## src/rtl/cpu_clk_switch_seq.sv

```systemverilog
module cpu_clk_switch_seq #(
  parameter int FREQ_W        = 12,
  parameter int MIN_MHZ       = 300,
  parameter int DIV_LIMIT_MHZ = 600,
  parameter int MAX_MHZ       = 3000,
  parameter int LOCK_TIMEOUT  = 1024
) (
  input  logic              clk,
  input  logic              rst_n,
  input  logic              req_valid,
  input  logic [FREQ_W-1:0] req_mhz,
  output logic              req_ready,
  output logic              pll_prog,
  output logic [FREQ_W-1:0] pll_target_mhz,
  input  logic              pll_lock,
  output logic [1:0]        sel_pri,
  output logic [1:0]        sel_sec,
  input  logic              host_wr,
  input  logic [1:0]        host_fen,
  input  logic [3:0]        host_wdata,
  output logic [3:0]        host_rdata,
  output logic              err_pulse
);
  localparam int TO_W = $clog2(LOCK_TIMEOUT + 1);
  localparam logic [FREQ_W-1:0] LO_F  = FREQ_W'(MIN_MHZ);
  localparam logic [FREQ_W-1:0] DIV_F = FREQ_W'(DIV_LIMIT_MHZ);
  localparam logic [FREQ_W-1:0] HI_F  = FREQ_W'(MAX_MHZ);
  localparam logic [TO_W-1:0]   TO_LAST = TO_W'(LOCK_TIMEOUT - 1);

  typedef enum logic [1:0] {S_IDLE, S_PROG, S_WAIT, S_SEC} state_t;

  state_t          state;
  logic            use_div;
  logic            lock_run;
  logic [TO_W-1:0] tmo;
  logic            illegal, low_rate;

  assign illegal    = (req_mhz < LO_F) || (req_mhz > HI_F);
  assign low_rate   = req_mhz < DIV_F;
  assign req_ready  = state == S_IDLE;
  assign pll_prog   = state == S_PROG;
  assign host_rdata = {sel_sec, sel_pri};

  always_ff @(posedge clk or negedge rst_n) begin
    if (!rst_n) begin
      state          <= S_IDLE;
      sel_pri        <= 2'd3;
      sel_sec        <= 2'd0;
      pll_target_mhz <= '0;
      use_div        <= 1'b0;
      lock_run       <= 1'b0;
      tmo            <= '0;
      err_pulse      <= 1'b0;
    end else begin
      err_pulse <= 1'b0;
      case (state)
        S_IDLE: begin
          if (req_valid) begin
            if (illegal) begin
              err_pulse <= 1'b1;
            end else begin
              sel_pri        <= 2'd3;
              pll_target_mhz <= low_rate ? {req_mhz[FREQ_W-2:0], 1'b0} : req_mhz;
              use_div        <= low_rate;
              state          <= S_PROG;
            end
          end else if (host_wr) begin
            if (host_fen[0]) sel_pri <= host_wdata[1:0];
            if (host_fen[1]) sel_sec <= host_wdata[3:2];
          end
        end
        S_PROG: begin
          lock_run <= 1'b0;
          tmo      <= '0;
          state    <= S_WAIT;
        end
        S_WAIT: begin
          if (pll_lock && lock_run) begin
            if (use_div) begin
              sel_sec <= 2'd1;
              state   <= S_SEC;
            end else begin
              sel_pri <= 2'd2;
              state   <= S_IDLE;
            end
          end else if (tmo == TO_LAST) begin
            err_pulse <= 1'b1;
            state     <= S_IDLE;
          end else begin
            tmo      <= tmo + 1'b1;
            lock_run <= pll_lock;
          end
        end
        S_SEC: begin
          sel_pri <= 2'd0;
          state   <= S_IDLE;
        end
        default: state <= S_IDLE;
      endcase
    end
  end

  p_park_r5: assert property (@(posedge clk) disable iff (!rst_n)
    pll_prog |-> (sel_pri == 2'd3) && !req_ready);

  p_target_r6: assert property (@(posedge clk) disable iff (!rst_n)
    pll_prog |-> (pll_target_mhz >= DIV_F) && (pll_target_mhz <= HI_F));

  p_lock_two_r7: assert property (@(posedge clk) disable iff (!rst_n)
    (sel_pri != 2'd3 && $past(sel_pri) == 2'd3 && $past(state) == S_WAIT)
      |-> ($past(pll_lock) && $past(pll_lock, 2)));

  p_sec_first_r9: assert property (@(posedge clk) disable iff (!rst_n)
    (sel_pri == 2'd0 && $past(sel_pri) != 2'd0 && $past(state) == S_SEC)
      |-> (sel_sec == 2'd1));

  p_reject_r4: assert property (@(posedge clk) disable iff (!rst_n)
    (req_valid && req_ready && illegal)
      |=> err_pulse && $stable(sel_pri) && $stable(sel_sec) && req_ready);

  p_err_single_r4: assert property (@(posedge clk) disable iff (!rst_n)
    err_pulse |=> !err_pulse);

  p_timeout_r10: assert property (@(posedge clk) disable iff (!rst_n)
    (err_pulse && $past(state) == S_WAIT) |-> (sel_pri == 2'd3) && req_ready);
endmodule

```

## config.mk

```make
export PLATFORM = sky130hd
export DESIGN_NAME = cpu_clk_switch_seq
export DESIGN_NICKNAME = d
export VERILOG_FILES = /design/src/rtl/cpu_clk_switch_seq.sv
export SDC_FILE = /design/constraint.sdc
export NUM_CORES = 1
export LEC_CHECK = 0
export ABC_AREA = 1
export BUFFER_PORTS_ARGS = -buffer_cell sky130_fd_sc_hd__buf_4
export CORE_MARGIN = 2
export CORE_UTILIZATION = 52
export CTS_BUF_LIST = sky130_fd_sc_hd__clkbuf_4 sky130_fd_sc_hd__clkbuf_8
export DETAILED_ROUTE_END_ITERATION = 10
export GPL_TIMING_DRIVEN = 0
export HOLD_SLACK_MARGIN = 0.03
export PLACE_DENSITY_LB_ADDON = 0.15
export SYNTH_ARGS = -nofsm -noshare
export SYNTH_HDL_FRONTEND = slang
export SYNTH_SLANG_ARGS = --single-unit
```

## constraint.sdc

```tcl
create_clock -name clk -period 4.6 [get_ports clk]
set_clock_uncertainty 0.05 [all_clocks]
set_input_delay 0.23 -clock clk [delete_from_list [all_inputs] [get_ports clk]]
set_output_delay 0.23 -clock clk [all_outputs]
set_load 0.02 [all_outputs]
```

==> metrics.txt, run 1 <==
CP startpoint kind flip-flop; layout cells sized above 1 a little over a fifth; Core ar. approximately 0.0036 mm²; Clk pwr share 15.4%; Post-Syn Area 0.00195 mm²; DRC 0; yosys synthesis warning count 0; largest net degree at the start of global routing 33; CTS buffer count 5; Pint 754 µW; Vias 1931; worst-margin pin slew approximately 500 ps; antenna cells 0; sequential share of power 33.2%; post-route insts no fill between 300 and 400; CTS Buffer Depth 2; die width 65.3 µm; Hold Crit Class primary input to flip-flop; Critical Path Max Stage Delay 470 ps; syn avg cell area 6.93 µm²; grt total ovfl 0; Routed WL 4320 µm; share of flip-flops with an asynchronous set or reset 100%; FP Rows 22; top_reg_cell synth dfrtp_1; register area share after synthesis just over 40%; fillers 330; io pins 46; P_leak between 0.001 and 0.0015 µW; post-CTS setup buffers 0; Pwr Density 536 mW/mm²; Comb pwr share 51.4%; Max stage delay cell, worst path nor4_1; Highest Clock Rate 0.516 GHz; total nets after synthesis just over 300; CTS tree yes; clk_lat worst skew 280 ps; post-cts sizing count 0; Min Hold Slack 145 ps; Initial Utilization 53.8%; htree depth 2; final slew viol count 0; cell taking the most area after synthesis dfrtp_1; Post-synth EDFFs 0; worst path cell trace inv_1, ha_1, buf_2, nand2_1, inv_1, nor4_1, nand2_1, nand2_1, nand2_1; DP HPWL 3320 µm; setup tns final 0 ps; die height 65.3 µm; Hold Fails Final Rpt 0; Reg area 803 µm²; RR Startpoint state[0]$_DFFE_PN0P_; root buffer cell clkbuf_8; Inst Count DP 375; most frequent cells in the layout 109 x nand2_1, 50 x buf_4, 31 x inv_1; clock-pin transition on the worst setup and hold timing paths roughly 60 ps; CP most frequent cell nand2_1; port bufs 45; critical path required time between 4000 and 5000 ps; Max rail drop VDD 0.000309 V; critical path class flip-flop to flip-flop; routed len/inst between 10 and 15 µm; synth top area cells dfrtp_1 38%, nand2_1 21%, o21ai_0 6.4%; commonest non-fill, non-tap cell in the layout nand2_1; vias in the first global route approximately 1800; CP Capture Type flip-flop; Crit Path Max Fanout 10; global-route wire length before repair 7650 µm; clk sinks 32; Iter 0 DRT Violations 101; max cap viols 0; crit share post-route 42.1%; sw frac 42.4%; first drt pass iteration count 4; Crit path arrival time 2100 ps; final setup vio count 0; multi-input logic area 962 µm²; hold wc startpoint req_mhz[11]; NumNets Final 363; vias per cell approximately 5.0; area grow syn2layout 25.0%; post-layout util ~67%; RSZ-0062 raised after global routing false; GRT Total Usage a little under a quarter; synth unique cells 29; Final ANT Viol Nets 0; status complete, no violations; Die ar. 0.00426 mm²; sw power 555 µW; flops & latches, synth 32; Rel. slew slack 66.3%; crit path from state[0]$_DFFE_PN0P_; initial antenna violation count 0; RD Place Congestion just over 0.9; Synth top area share between 30% and 40%; synthesized instance count 282; min cycle time layout 1940 ps
-- timing repair --
action / CTS / global route
hold buffers: 1 / 0
hold endpoints to repair: 30 / 0
setup endpoints to repair: 0 / 0
-- cell usage after synthesis (all sizes together) (2+ instances only) --
cell type / count
xor2: 3
nor3: 7
dfrtp: 30
nand4: 3
nand3: 19
nand2: 112
o21ai: 28
ha: 5
dfstp: 2
buf: 9
nor2: 23
inv: 32
-- power groups by stage --
stage / logic, µW / clock network (µW) / registers (µW)
after floorplan: 355 / 0 / 516
after global placement: 666 / 0 / 437
after CTS: 679 / 209 / 436
after global routing: 744 / 218 / 447
final: 672 / 202 / 435
after detailed placement: 675 / 0 / 441
-- metrics by stage --
step | setup slack, ps | power (µW) | area, µm²
2_1_floorplan | 2960 | 871 | 1950
3_3_place_gp | 2780 | 1100 | 2350
3_5_place_dp | 2720 | 1120 | 2350
4_1_cts | 2690 | 1320 | 2440
5_1_grt | 2540 | 1410 | 2440
6_report | 2660 | 1310 | 2440
-- metal layers --
metal | GRT usage (%) | vias to the layer above | part of all wire [%]
li1 | - | 987 | -
met1 | 27.6 | 882 | 43
met2 | 40.7 | 56 | 50
met3 | 3.94 | 6 | 5.5
met4 | 8.59 | 0 | 1.1
met5 | 0 | - | 0
-- critical path, delay by kind of cell, from the launching register on --
| kind | cells | cell delay (ps) |
|---|---|---|
| adder cells (fa/ha/maj) | 1 | 210 |
| buffers and inverters | 3 | 340 |
| flip-flops | 1 | 430 |
| AND/OR/NAND/NOR | 5 | 850 |
-- kinds of logic (layout without fill, tap and decap cells) --
kind of cell,count (synthesis),after routing,share of synthesized area (%)
simple gates,166,166,35.4
buf+inv,42,95,9.61
compound gates,33,33,8.90
fa+ha+maj,5,5,3.20
flops,32,32,41.1
xor+xnor,4,4,1.79
-- cell type report --
class	count	area share (%)
Clock inverter	2	0.512
Sequential cell	32	32.9
Timing Repair Buffer	46	14.2
Clock buffer	5	2.82
Inverter	32	4.92
Tap cell	48	2.46
Buffer	10	2.77
Multi-Input combinational cell	208	39.4
-- final timing paths --
path / to / cells past startpoint / slack (ps)
worst max register to register: sel_pri[1]$_DFFE_PN1P_ / 9 / 2660
worst min-delay path: pll_target_mhz[11]$_DFFE_PN0P_ / 3 / 140
worst max-delay path: sel_pri[1]$_DFFE_PN1P_ / 9 / 2660
min in group asynchronous: tmo[4]$_DFFE_PN0P_ / 2 / 370
worst min register to register: sel_pri[0]$_DFFE_PN1P_ / 2 / 420
max in group asynchronous: sel_pri[0]$_DFFE_PN1P_ / 2 / 3800
-- registers in the layout, summed over array words and instances, names as in the netlist --
name	cells
lock_run	1
use_div	1
sel_pri	2
pll_target_mhz	12
sel_sec	2
tmo	11
err_pulse	1
state	2
Power figures use the tool's default switching activity.
==> run 2, diff against run 1 <==
CORE_UTILIZATION = 50   (was 52)
clock period = 1.6 ns   (was 4.6 ns; I/O delays follow)
==> run 2 against run 1 <==
The run now ends with setup timing left. Sequential power increased to 2.9 times the previous value. Via count increased by 9.1%. Critical path depth increased by 1. Design area increased by 13%. Combinational power increased to 3.9 times the previous value. Setup slack got worse by 2800 ps. Die area increased by 3.8%.
==> metrics.txt, run 2 (synthesis gave the netlist of run 1 again) <==
status complete, but fails checks; failing checks setup timing; fin worst setup slack -126 ps; CTS buffer count 5; initial antenna violation count 0; Highest Clock Rate 0.579 GHz; Hold EP sel_sec[1]$_DFFE_PN0P_; post-route insts no fill 397; critical path class flip-flop to flip-flop; sw power 1950 µW; Crit path arrival time 1900 ps; RR Startpoint tmo[1]$_DFFE_PN0P_; vias in the first global route approximately 1900; NumNets Final 376; Iter 0 DRT Violations 197; fillers 300; Inst Count DP 375; largest net degree at the start of global routing 33; Max rail drop VDD 0.000917 V; vias per cell roughly 5.3; sequential share of power 27.0%; Min Hold Slack around 27 ps; port bufs between 40 and 50; P_leak 0.00146 µW; grt total ovfl 0; worst-margin pin slew 399 ps; DP HPWL 3430 µm; die height 66.5 µm; CP startpoint kind flip-flop; CTS Buffer Depth 2; root buffer cell clkbuf_8; RD Place Congestion roughly 0.86; Core ar. 0.00372 mm²; Crit Path Max Fanout 7; antenna cells 0; max cap viols 0; Hold Fails Final Rpt 0; Final ANT Viol Nets 0; area grow syn2layout 41.1%; max FFs per register 12; Routed WL 5510 µm; most frequent cells in the layout 99 x nand2_1, 60 x buf_4, 28 x dfrtp_1; clock-pin transition on the worst setup and hold timing paths approximately 70 ps; CP Capture Type flip-flop; crit path from tmo[1]$_DFFE_PN0P_; Reg area 806 µm²; r2r endpoint tmo[6]$_DFFE_PN0P_; post-layout util 74.2%; setup slack, reg-to-reg -130 ps; worst slack at placement -205 ps; io pins between 40 and 50; FP Rows 22; Top Registers pll_target_mhz: 12 flops, tmo: 11 flops; layout cells sized above 1 31.2%; crit share post-route 108%; multi-input logic area 0.00110 mm²; Clk pwr share 17.3%; sw frac 41.8%; Pint 2710 µW; global-route wire length before repair approximately 8000 µm; Pwr Density 1690 mW/mm²; critical path required time around 1800 ps; DRC 0; Vias 2107; final slew viol count 0; htree depth 2; Die ar. 0.00442 mm²; min cycle time layout 1730 ps; Hold Crit Class primary input to flip-flop; commonest non-fill, non-tap cell in the layout nand2_1; worst reg2reg path depth 10; Comb pwr share a little under three fifths; clk sinks 32; Rel. slew slack 73.4%; Initial Utilization 52.6%; largest register by flop count pll_target_mhz; clk_lat worst skew 300 ps; hold path depth 3; die width 66.5 µm; first drt pass iteration count 6; routed len/inst 13.9 µm; GRT Total Usage between 20% and 30%; final setup vio count 14; hold wc startpoint host_wdata[3]; CTS tree yes; RSZ-0062 raised after global routing true
==> run 2: layout make-up <==
type / count / share of cell area [%]
Tap cell: 48 / 2.18
Inverter: 32 / 4.63
Multi-Input combinational cell: 208 / 39.9
Buffer: 10 / 2.91
Timing Repair Buffer: 59 / 17.1
Clock inverter: 2 / 1.27
Clock buffer: 6 / 2.77
Sequential cell: 32 / 29.2
==> run 2: metal layers <==
layer	vias up	share of wire [%]	wire length, µm	global-route usage (%)
met2	77	52	2880	43.8
met4	0	2.1	116	11.0
met5	-	0	0	0
met1	992	40	2200	27.3
li1	1022	-	-	-
met3	16	5.6	311	4.73
==> run 2: what timing repair did <==
| action | CTS | global route |
|---|---|---|
| hold buffers | 3 | 0 |
| gates resized for setup | 13 | 40 |
| hold endpoints to repair | 34 | 0 |
| cloned | 0 | 1 |
| setup buffers | 4 | 6 |
| setup endpoints to repair | 29 | 29 |
| pin swaps | 2 | 12 |
==> run 2: critical path, stage by stage, from the launching register on <==
cell       delay, ps
dfrtp_1          420
ha_4             190
nand2_4           80
nor3_4           220
nand2_2          130
nand2_2           90
nand2_2           60
nand2_4          150
clkbuf_16        180
nand2_4           40
o21ai_2           50
==> run 2: worst max-delay path by stage <==
stage	slack, ps	to	cells past startpoint
after floorplan	3	pll_target_mhz[9]$_DFFE_PN0P_	8
after global routing	-180	tmo[4]$_DFFE_PN0P_	10
after CTS	4	tmo[2]$_DFFE_PN0P_	9
after global placement	-180	tmo[9]$_DFFE_PN0P_	9
final	-130	tmo[6]$_DFFE_PN0P_	10
after detailed placement	-200	tmo[2]$_DFFE_PN0P_	9
==> run 2: power groups by stage <==
stage | Sequential (µW) | Combinational, µW | Clock [µW]
final | 1260 | 2600 | 806
after global placement | 1260 | 1950 | 0
after detailed placement | 1270 | 1980 | 0
after CTS | 1240 | 2160 | 801
after global routing | 1280 | 2820 | 836
after floorplan | 1480 | 1030 | 0
==> run 2: stage by stage <==
stage	TNS, ps	total power, µW	cell area [µm²]
2_1_floorplan	0	2520	1960
3_3_place_gp	-2380	3200	2360
3_5_place_dp	-2780	3250	2360
4_1_cts	0	4200	2580
5_1_grt	-2390	4940	2760
6_report	-1280	4660	2760
